===== config.mk =====
export PLATFORM = sky130hd
export DESIGN_NAME = i2cu_ctrl
export DESIGN_NICKNAME = d
export VERILOG_FILES = /design/src/rtl/i2cu_pkg.sv /design/src/rtl/i2cu_status.sv /design/src/rtl/i2cu_regs.sv /design/src/rtl/i2cu_irq.sv /design/src/rtl/i2cu_ctrl.sv
export SDC_FILE = /design/constraint.sdc
export NUM_CORES = 1
export LEC_CHECK = 0
export ABC_AREA = 1
export CAP_MARGIN = 20
export CELL_PAD_IN_SITES_DETAIL_PLACEMENT = 1
export CELL_PAD_IN_SITES_GLOBAL_PLACEMENT = 2
export CORE_MARGIN = 2
export CORE_UTILIZATION = 35
export CTS_BUF_LIST = sky130_fd_sc_hd__clkbuf_8
export DETAILED_ROUTE_END_ITERATION = 6
export DONT_BUFFER_PORTS = 1
export PLACE_DENSITY = 0.83
export SYNTH_ARGS = -nofsm -noshare
export SYNTH_HDL_FRONTEND = slang
export SYNTH_SLANG_ARGS = --single-unit

===== constraint.sdc =====
create_clock -name clk -period 1.4 [get_ports clk]
set_input_delay 0 -clock clk [delete_from_list [all_inputs] [get_ports clk]]
set_output_delay 0 -clock clk [all_outputs]
set_load 0.005 [all_outputs]

===== src/rtl/i2cu_pkg.sv =====
package i2cu_pkg;

    localparam int REG_W = 16;

    localparam logic [7:0] OFS_MON  = 8'h80;
    localparam logic [7:0] OFS_DATA = 8'h88;
    localparam logic [7:0] OFS_CTRL = 8'h90;
    localparam logic [7:0] OFS_STAT = 8'h98;
    localparam logic [7:0] OFS_SAR  = 8'hA0;

    // status bit positions
    localparam int ST_MODE = 0;
    localparam int ST_NACK = 1;
    localparam int ST_STOP = 4;
    localparam int ST_TXE  = 6;
    localparam int ST_RXF  = 7;
    localparam int ST_SAD  = 9;
    localparam int ST_BERR = 10;

    // control bit positions
    localparam int CT_EN      = 6;
    localparam int CT_TXE_IE  = 8;
    localparam int CT_RXF_IE  = 9;
    localparam int CT_BERR_IE = 10;
    localparam int CT_URST    = 14;

    localparam logic [REG_W-1:0] STICKY_MASK =
        (REG_W'(1) << ST_NACK) | (REG_W'(1) << ST_STOP) | (REG_W'(1) << ST_TXE) |
        (REG_W'(1) << ST_RXF)  | (REG_W'(1) << ST_SAD)  | (REG_W'(1) << ST_BERR);

    typedef struct packed {
        logic start_wr;
        logic start_rd;
        logic stop;
        logic nack;
        logic bus_err;
        logic rx_valid;
        logic tx_req;
    } bus_ev_t;

    typedef struct packed {
        logic             wr;
        logic [7:0]       addr;
        logic [REG_W-1:0] wdata;
    } reg_req_t;

    function automatic logic unit_active(input logic [REG_W-1:0] ctrl);
        return ctrl[CT_EN] && !ctrl[CT_URST];
    endfunction

    function automatic logic irq_level(input logic [REG_W-1:0] stat,
                                       input logic [REG_W-1:0] ctrl);
        return (stat[ST_BERR] && ctrl[CT_BERR_IE]) ||
               (stat[ST_RXF]  && ctrl[CT_RXF_IE])  ||
               (stat[ST_TXE]  && ctrl[CT_TXE_IE])  ||
               stat[ST_SAD];
    endfunction

endpackage


===== src/rtl/i2cu_status.sv =====
module i2cu_status
    import i2cu_pkg::*;
(
    input  logic             clk,
    input  logic             rst,
    input  bus_ev_t          ev,
    input  reg_req_t         req,
    input  logic [REG_W-1:0] ctrl,
    output logic [REG_W-1:0] stat,
    output logic             rx_take
);
    logic             xfer_ok;
    logic             tx_take;
    logic             stat_wr;
    logic [REG_W-1:0] set_v;
    logic [REG_W-1:0] clr_v;

    assign xfer_ok = unit_active(ctrl);
    assign rx_take = ev.rx_valid && xfer_ok && !stat[ST_MODE];
    assign tx_take = ev.tx_req   && xfer_ok &&  stat[ST_MODE];
    assign stat_wr = req.wr && (req.addr == OFS_STAT);

    always_comb begin
        set_v          = '0;
        set_v[ST_NACK] = ev.nack;
        set_v[ST_STOP] = ev.stop;
        set_v[ST_TXE]  = tx_take;
        set_v[ST_RXF]  = rx_take;
        set_v[ST_SAD]  = ev.start_wr || ev.start_rd;
        set_v[ST_BERR] = ev.bus_err;
        clr_v          = stat_wr ? (req.wdata & STICKY_MASK) : '0;
    end

    for (genvar i = 0; i < REG_W; i++) begin : g_bit
        if (i == ST_MODE) begin : g_mode
            always_ff @(posedge clk) begin
                if (rst)
                    stat[i] <= 1'b0;
                else if (ev.start_rd)
                    stat[i] <= 1'b1;
                else if (ev.start_wr)
                    stat[i] <= 1'b0;
            end
        end else if (STICKY_MASK[i]) begin : g_sticky
            always_ff @(posedge clk) begin
                if (rst)
                    stat[i] <= 1'b0;
                else if (set_v[i])
                    stat[i] <= 1'b1;
                else if (clr_v[i])
                    stat[i] <= 1'b0;
            end
        end else begin : g_unused
            assign stat[i] = 1'b0;
        end
    end

    AST_START_RD_MODE: assert property (@(posedge clk) disable iff (rst)
        ev.start_rd |=> (stat[ST_MODE] && stat[ST_SAD]));
    AST_START_WR_MODE: assert property (@(posedge clk) disable iff (rst)
        (ev.start_wr && !ev.start_rd) |=> (!stat[ST_MODE] && stat[ST_SAD]));
    AST_STOP_SETS: assert property (@(posedge clk) disable iff (rst)
        ev.stop |=> stat[ST_STOP]);
    AST_MODE_HOLD: assert property (@(posedge clk) disable iff (rst)
        !(ev.start_wr || ev.start_rd) |=> $stable(stat[ST_MODE]));
    AST_STICKY_HOLD: assert property (@(posedge clk) disable iff (rst)
        (stat[ST_STOP] && !(stat_wr && req.wdata[ST_STOP])) |=> stat[ST_STOP]);
    AST_IDLE_NO_TXE: assert property (@(posedge clk) disable iff (rst)
        (!stat[ST_TXE] && !xfer_ok) |=> !stat[ST_TXE]);

endmodule


===== src/rtl/i2cu_regs.sv =====
module i2cu_regs
    import i2cu_pkg::*;
#(
    parameter int DATA_W = 8,
    parameter int SAR_W  = 7
) (
    input  logic              clk,
    input  logic              rst,
    input  reg_req_t          req,
    input  logic              rx_take,
    input  logic [DATA_W-1:0] rx_byte,
    input  logic              scl,
    input  logic              sda,
    output logic [REG_W-1:0]  ctrl,
    output logic [DATA_W-1:0] data,
    output logic [SAR_W-1:0]  sar,
    output logic [1:0]        mon
);
    logic wr_ctrl;
    logic wr_data;
    logic wr_sar;

    assign wr_ctrl = req.wr && (req.addr == OFS_CTRL);
    assign wr_data = req.wr && (req.addr == OFS_DATA);
    assign wr_sar  = req.wr && (req.addr == OFS_SAR);

    always_ff @(posedge clk) begin
        if (rst) begin
            ctrl <= '0;
            data <= '0;
            sar  <= '0;
            mon  <= '0;
        end else begin
            mon <= {sda, scl};
            if (wr_ctrl)
                ctrl <= req.wdata;
            if (wr_sar)
                sar <= req.wdata[SAR_W-1:0];
            if (rx_take)
                data <= rx_byte;
            else if (wr_data)
                data <= req.wdata[DATA_W-1:0];
        end
    end

    AST_DATA_HOLD: assert property (@(posedge clk) disable iff (rst)
        (!rx_take && !wr_data) |=> $stable(data));
    AST_RX_PRIORITY: assert property (@(posedge clk) disable iff (rst)
        rx_take |=> (data == $past(rx_byte)));

endmodule


===== src/rtl/i2cu_irq.sv =====
module i2cu_irq
    import i2cu_pkg::*;
(
    input  logic             clk,
    input  logic             rst,
    input  logic [REG_W-1:0] stat,
    input  logic [REG_W-1:0] ctrl,
    output logic             irq
);
    always_ff @(posedge clk) begin
        if (rst)
            irq <= 1'b0;
        else
            irq <= irq_level(stat, ctrl);
    end

    AST_SAD_RAISES: assert property (@(posedge clk) disable iff (rst)
        stat[ST_SAD] |=> irq);
    AST_MASKED_QUIET: assert property (@(posedge clk) disable iff (rst)
        (!stat[ST_SAD] && ctrl[CT_BERR_IE:CT_TXE_IE] == 3'b000) |=> !irq);

endmodule


===== src/rtl/i2cu_ctrl.sv =====
module i2cu_ctrl
    import i2cu_pkg::*;
#(
    parameter int ADDR_W = 8,
    parameter int DATA_W = 8,
    parameter int SAR_W  = 7
) (
    input  logic              clk,
    input  logic              rst,
    input  logic [ADDR_W-1:0] reg_addr,
    input  logic              reg_wr,
    input  logic [REG_W-1:0]  reg_wdata,
    output logic [REG_W-1:0]  reg_rdata,
    input  logic              ev_start_wr,
    input  logic              ev_start_rd,
    input  logic              ev_stop,
    input  logic              ev_nack,
    input  logic              ev_bus_err,
    input  logic              rx_valid,
    input  logic [DATA_W-1:0] rx_byte,
    input  logic              tx_req,
    output logic [DATA_W-1:0] tx_byte,
    input  logic              line_scl,
    input  logic              line_sda,
    output logic              irq
);
    localparam int DPAD = REG_W - DATA_W;
    localparam int SPAD = REG_W - SAR_W;

    bus_ev_t           ev;
    reg_req_t          req;
    logic [REG_W-1:0]  ctrl;
    logic [REG_W-1:0]  stat;
    logic [DATA_W-1:0] data;
    logic [SAR_W-1:0]  sar;
    logic [1:0]        mon;
    logic              rx_take;

    assign ev = '{start_wr: ev_start_wr, start_rd: ev_start_rd, stop: ev_stop,
                  nack: ev_nack, bus_err: ev_bus_err, rx_valid: rx_valid,
                  tx_req: tx_req};
    assign req = '{wr: reg_wr, addr: 8'(reg_addr), wdata: reg_wdata};

    i2cu_regs #(.DATA_W(DATA_W), .SAR_W(SAR_W)) u_regs (
        .clk(clk), .rst(rst), .req(req), .rx_take(rx_take), .rx_byte(rx_byte),
        .scl(line_scl), .sda(line_sda), .ctrl(ctrl), .data(data), .sar(sar),
        .mon(mon)
    );

    i2cu_status u_status (
        .clk(clk), .rst(rst), .ev(ev), .req(req), .ctrl(ctrl), .stat(stat),
        .rx_take(rx_take)
    );

    i2cu_irq u_irq (
        .clk(clk), .rst(rst), .stat(stat), .ctrl(ctrl), .irq(irq)
    );

    always_comb begin
        unique case (8'(reg_addr))
            OFS_MON:  reg_rdata = {{(REG_W-2){1'b0}}, mon};
            OFS_DATA: reg_rdata = {{DPAD{1'b0}}, data};
            OFS_CTRL: reg_rdata = ctrl;
            OFS_STAT: reg_rdata = stat;
            OFS_SAR:  reg_rdata = {{SPAD{1'b0}}, sar};
            default:  reg_rdata = '0;
        endcase
    end

    assign tx_byte = unit_active(ctrl) ? data : '0;

    AST_MON_LAG: assert property (@(posedge clk) disable iff (rst)
        1'b1 |=> (mon == $past({line_sda, line_scl})));
    AST_TX_MUTED: assert property (@(posedge clk) disable iff (rst)
        !unit_active(ctrl) |-> (tx_byte == '0));

endmodule


Yosys cells after proc, flatten, opt, wreduce, memory -nomap -nowiden
Index checks and enable logic that the tools add are counted.
- bits in registers: 41
- input port bits: 44
- output and inout port bits: 25
- word-level logic and storage cells: 62
- equal/unequal tests: 5
- mux-type cells: 19
- reduce and logical (&&, ||, !) cells: 26
- operators by type and width (operator ; count):
    16-bit case mux with 5 select lines ; 1
    8-bit equality test, second input constant ; 5
    8-bit two-way mux ; 3
    2-bit nonzero test ; 8
    1-bit two-way mux ; 14
    1-bit logical AND ; 12
    11-bit two-way mux ; 1
    1-bit logical OR ; 4
    1-bit logical NOT ; 2

Depth between registers and ports, before layout
- word-level depth: 5
- depth in mapped cells: 9
- gate-level depth less buffers: 9

Hierarchy
Synthesis repeated with hierarchy kept, for this count alone.
- cell total of the unflattened synthesis: 376
- area, all modules: 2488.6 um2
- modules (own cells, without submodules) (module ; instances ; cells each ; area an instance (um2) ; seq. area each (um2)):
    i2cu_regs ; 1 ; 190 ; 1438.9 ; 660.6
    i2cu_ctrl ; 1 ; 119 ; 601.8 ; 0.0
    i2cu_status ; 1 ; 58 ; 397.9 ; 140.1
    i2cu_irq ; 1 ; 9 ; 50.0 ; 20.0

Worst setup path before layout
Ideal clock, no wire load.
- kind: reg-to-reg
- start point: reg u_regs.ctrl[6]
- end point: reg u_regs.data[5]
- setup time: 112 ps
- data arrival time: 1071 ps
- required time: 1288 ps
- path slack: 217 ps
- cell stages (with the launch flop): 9
- buffers on the path: 1
- period minus slack after synthesis: 1183 ps
- cells stage by stage: dfxtp_1 inv_1 nor2_1 nand2_2 buf_2 nand2_1 nand2_1 nor2_1 nor2_1
- cells in the longest elaborated chain, start to end: 4
- elaborated cells on any way between the ends: 5
- classes of those cells: mux: 1; reduce/logical: 4
- RTL lines (element ; line ; RTL):
    start, declared ; i2cu_regs.sv:14 ; output logic [REG_W-1:0] ctrl,
    start signal, assigned ; i2cu_regs.sv:36 ; ctrl <= req.wdata;
    1-bit logical AND * ; i2cu_pkg.sv:48 ; return ctrl[CT_EN] && !ctrl[CT_URST];
    1-bit logical AND * (2 in a row) ; i2cu_status.sv:19 ; assign rx_take = ev.rx_valid && xfer_ok && !stat[ST_MODE];
    8-bit two-way mux or 2-bit nonzero test (tied branches) ; n/a ;
    end signal, assigned ; i2cu_regs.sv:40 ; data <= rx_byte;
    end signal, assigned ; i2cu_regs.sv:42 ; data <= req.wdata[DATA_W-1:0];
    end, declared ; i2cu_regs.sv:15 ; output logic [DATA_W-1:0] data,
Every way passes the cells marked *; elsewhere a longest branch is shown, timed or not.
A chain may end at the register's enable or synchronous reset.

Worst setup path in the final report
- start point: in reg_wr
- end point: reg u_regs.ctrl[10]
- cells in the longest elaborated chain, start to end: 1
- RTL lines (element ; line ; RTL):
    start, declared ; i2cu_ctrl.sv:11 ; input logic reg_wr,
    1-bit logical AND ; i2cu_regs.sv:23 ; assign wr_ctrl = req.wr && (req.addr == OFS_CTRL);
No other way between the ends.

==> flow_results.org <==
** Floorplan
- The initialized floorplan defines 29 standard-cell rows.
- Horizontal die dimension :: 84.5 um
- After floorplanning, the core was sized to cover 0.00631 sq mm.
- Vertical die dimension :: 84.5 um
- Die area :: 0.00714 sq mm
- Starting density of the core :: 35.9%
- 69 I/O pins were placed.

** Clocking
- TritonCTS built the clock tree.
- Number of setup buffers added after CTS :: 0
- Worst-path clk slew :: 0.09 ns
- Maximum buffer depth of the clock tree :: 2
- Clock root cell :: clkbuf_8
- Cts bufs inserted :: 5
- CTS saw 41 sinks.
- H-tree depth :: 2
- Clock latency on the worst-skew pair, taken at its later pin, is 0.30 ns.

** Placed design
- The congestion estimate from routability-driven global placement came to 0.771.
- Summing all placed instances gives a cell area of 0.00232 sq mm.
- Dpl hpwl :: 4.57 mm
- Timing analysis after detailed placement gives a worst setup slack of 0.111 ns.
- Number of port buffers :: 0

** Synthesis
- For this run, the leading register cell type out of synthesis is dfxtp_1.
- By area the synthesized netlist is led by dfxtp_1, nand2_1, nor2_1.
- In this run, synthesis produced a sequential element count of 41.
- Area of the mapped netlist :: 0.00227 sq mm
- In the synthesized netlist the async set-or-reset flop fraction comes to 0%.
- Share of synthesized area occupied by flip-flops and latches :: 36.2%
- Mapped Cells :: 325
- In the post-synthesis netlist, the cell with the most instances is nand2_1.
- Syn_nets :: 369
- Most frequent cells after synthesis :: nand2_1, nor2_1, dfxtp_1, inv_1, nand3_1
- Number of synthesized flops with an enable pin :: 0
- Post-synthesis area per instance :: 6.98 sq um
- Area fraction of the dominant cell type after synthesis :: 36.2%
- Cell type with the highest aggregate area in the netlist :: dfxtp_1
- The Yosys step of the flow raised 0 warnings.
- Counting distinct cell types in the post-synthesis netlist gives 30.

** Power
- Power spread over the standard cell area amounts to 747 mW/mm^2.
- P_leak :: 1.10 nW
- IR analysis of the VDD net gives a maximum drop of 0.492 mV.

** STA
- Final period util :: 96.2%
- For the pin with the worst max-slew slack, the measured transition is 0.773 ns.
- Relative slew slack :: 48.3%
- After routing, the total negative slack on setup checks comes to 0 ns.
- Final period demand of the worst path :: 1.35 ns
- The final count of hold timing violations was 0.
- Crit path setup slack, layout :: 0.0538 ns
- Setup violations remaining at the end of the flow were counted as 0.
- For the final database, setup skew stands at 0.00822 ns.
- Achievable clock frequency :: 743 MHz
- Total count of max-transition violations in the final report :: 0

** Setup path
- The startpoint identified for the worst register-to-register timing path is u_regs.ctrl[6]$_SDFFE_PP0P_.
- Required time of the worst setup path :: 1.65 ns
- Critical Path Source Type :: primary input
- Worst EP arrival :: 1.59 ns
- First element of the critical path :: reg_wr
- STA classifies the critical path endpoint as a flop.
- By startpoint and endpoint, the worst setup path is classified as in2reg.
- Largest fanout of any net on the critical path :: 16

** GRT
- Aggregate global-route resource usage :: 21.0%
- The via count of the first global-routing pass came to 2445.
- Entering global routing, the biggest net connects 33 pins.
- Summed over all layers, the global routing overflow is 0.
- Wire length of the first global-routing pass :: 12.0 mm
- The initial antenna violation count was 0.

** Route
- Via total after detailed routing :: 2225
- Once detail routing completed, the nets flagged for antenna violations numbered 0.
- After the first detailed-routing iteration, the DRC count stood at 87.
- After detailed routing, the number of vias per cell comes to 4.94.
- Remaining DRCs :: 0
- Sum of routed wire length over all layers :: 7.07 mm
- Post-DR wirelength/cell :: 15.7 um
- DRT Pass-1 Iters :: 4

** Final layout
- Number of fill cells :: 826
- Fin area :: 0.00291 sq mm
- Antenna diode count :: 0
- Count of nets after finishing :: 416
- Of the cells placed in the final design, the portion with a size suffix greater than 1 is 17.2%.
- Relative area change from synthesis to final layout :: 28.5%

** Worst hold path
- Class of the most critical hold timing path :: in2reg
- The worst hold path begins at reg_addr[5].

** Run status
- Run status :: finished, final reports clean

** Flow run
- Across the run, the number of max-cap violations was 0.
-- cell usage in the layout (no fill, tap or decap) --
master	n
nand2_1	91
dlygate4sd3_1	47
dfxtp_1	41
nor2_1	40
inv_1	33
nand3_1	21
a21oi_1	18
nand2_2	13
nand3_2	13
a21oi_2	12
nand4_1	8
clkbuf_8	5
o211ai_1	4
buf_4	4
nor2_4	3
nor2_2	3
inv_2	2
clkinv_2	2
buf_12	2
nand3_4	1
inv_4	1
nor2_8	1
o21ai_0	1
and3_1	1
a22o_1	1
clkinv_1	1
clkinvlp_4	1
nand2_8	1
a31oi_1	1
nand3b_1	1
-- kinds of logic (layout without fill, tap and decap cells) --
group / after synthesis / in the layout / synth area share [%]
AOI/OAI and AO/OA: 37 / 37 / 10.8
buffers and inverters: 50 / 98 / 10.3
DFF: 41 / 41 / 36.2
and+or+nand+nor: 197 / 197 / 42.7
-- report_power, final --
part	internal, W	switching [W]	total, W	leakage, nW
combinational	0.000101	0.000108	0.000210	0.718
clock	0.000339	0.000436	0.000775	0.0491
sequential	0.00118	0.00000930	0.00119	0.333
total	0.00162	0.000554	0.00218	1.10
-- worst max-delay path, cell delays in order --
cell,delay (ns)
dlygate4sd3_1,0.61
nand2_8,0.19
nand2_2,0.08
a21oi_2,0.14
dlygate4sd3_1,0.57
-- per-stage QoR --
step                power [W]  utilization (%)  hold slack, ns  instances
finish                0.00218             46.1          0.0408        450
global route          0.00226             46.1          0.0528        450
CTS                   0.00220             45.7          0.0326        449
detailed placement    0.00130             36.8          0.0679        394
global placement      0.00129             36.8          0.0662        394
floorplan             0.00131                -           0.107        325
-- state kept, by name, indices dropped and copies added, names as in the netlist --
register       flops
u_regs.mon         2
u_irq.irq          1
u_regs.data        8
u_regs.ctrl       16
u_regs.sar         7
u_status.stat      7
-- metal layers --
| layer | vias to the layer above | global-route usage [%] | part of all wire (%) |
|---|---|---|---|
| met5 | - | 0 | 0 |
| li1 | 1118 | - | - |
| met3 | 5 | 4.23 | 4.5 |
| met4 | 0 | 4.33 | 0.76 |
| met1 | 1059 | 25.4 | 44 |
| met2 | 43 | 38.5 | 51 |
-- worst paths after layout --
kind | to | slack (ns) | cells past startpoint
worst max-delay path | u_regs.ctrl[10]$_SDFFE_PP0P_ | 0.05 | 5
worst min-delay path | u_regs.sar[1]$_SDFFE_PP0P_ | 0.04 | 4
worst max register to register | u_regs.data[6]$_SDFFE_PP0P_ | 0.15 | 8
worst min register to register | u_regs.sar[4]$_SDFFE_PP0P_ | 0.46 | 2
-- area by class of cell --
class	count	area (sq um)	area share, %
clock buffer	5	68.8	2.36
multi-input combinational	234	1230	42.1
inverter	37	145	4.98
clock inverter	3	13.8	0.473
tap	77	96.3	3.31
sequential	41	821	28.2
timing repair buffer	53	541	18.6
-- what timing repair did --
item                       4_1_cts  5_1_grt
setup endpoints to repair        0       11
resized for setup                0        4
hold endpoints to repair        41        9
hold buffers                    47        1
Power figures use the tool's default switching activity.
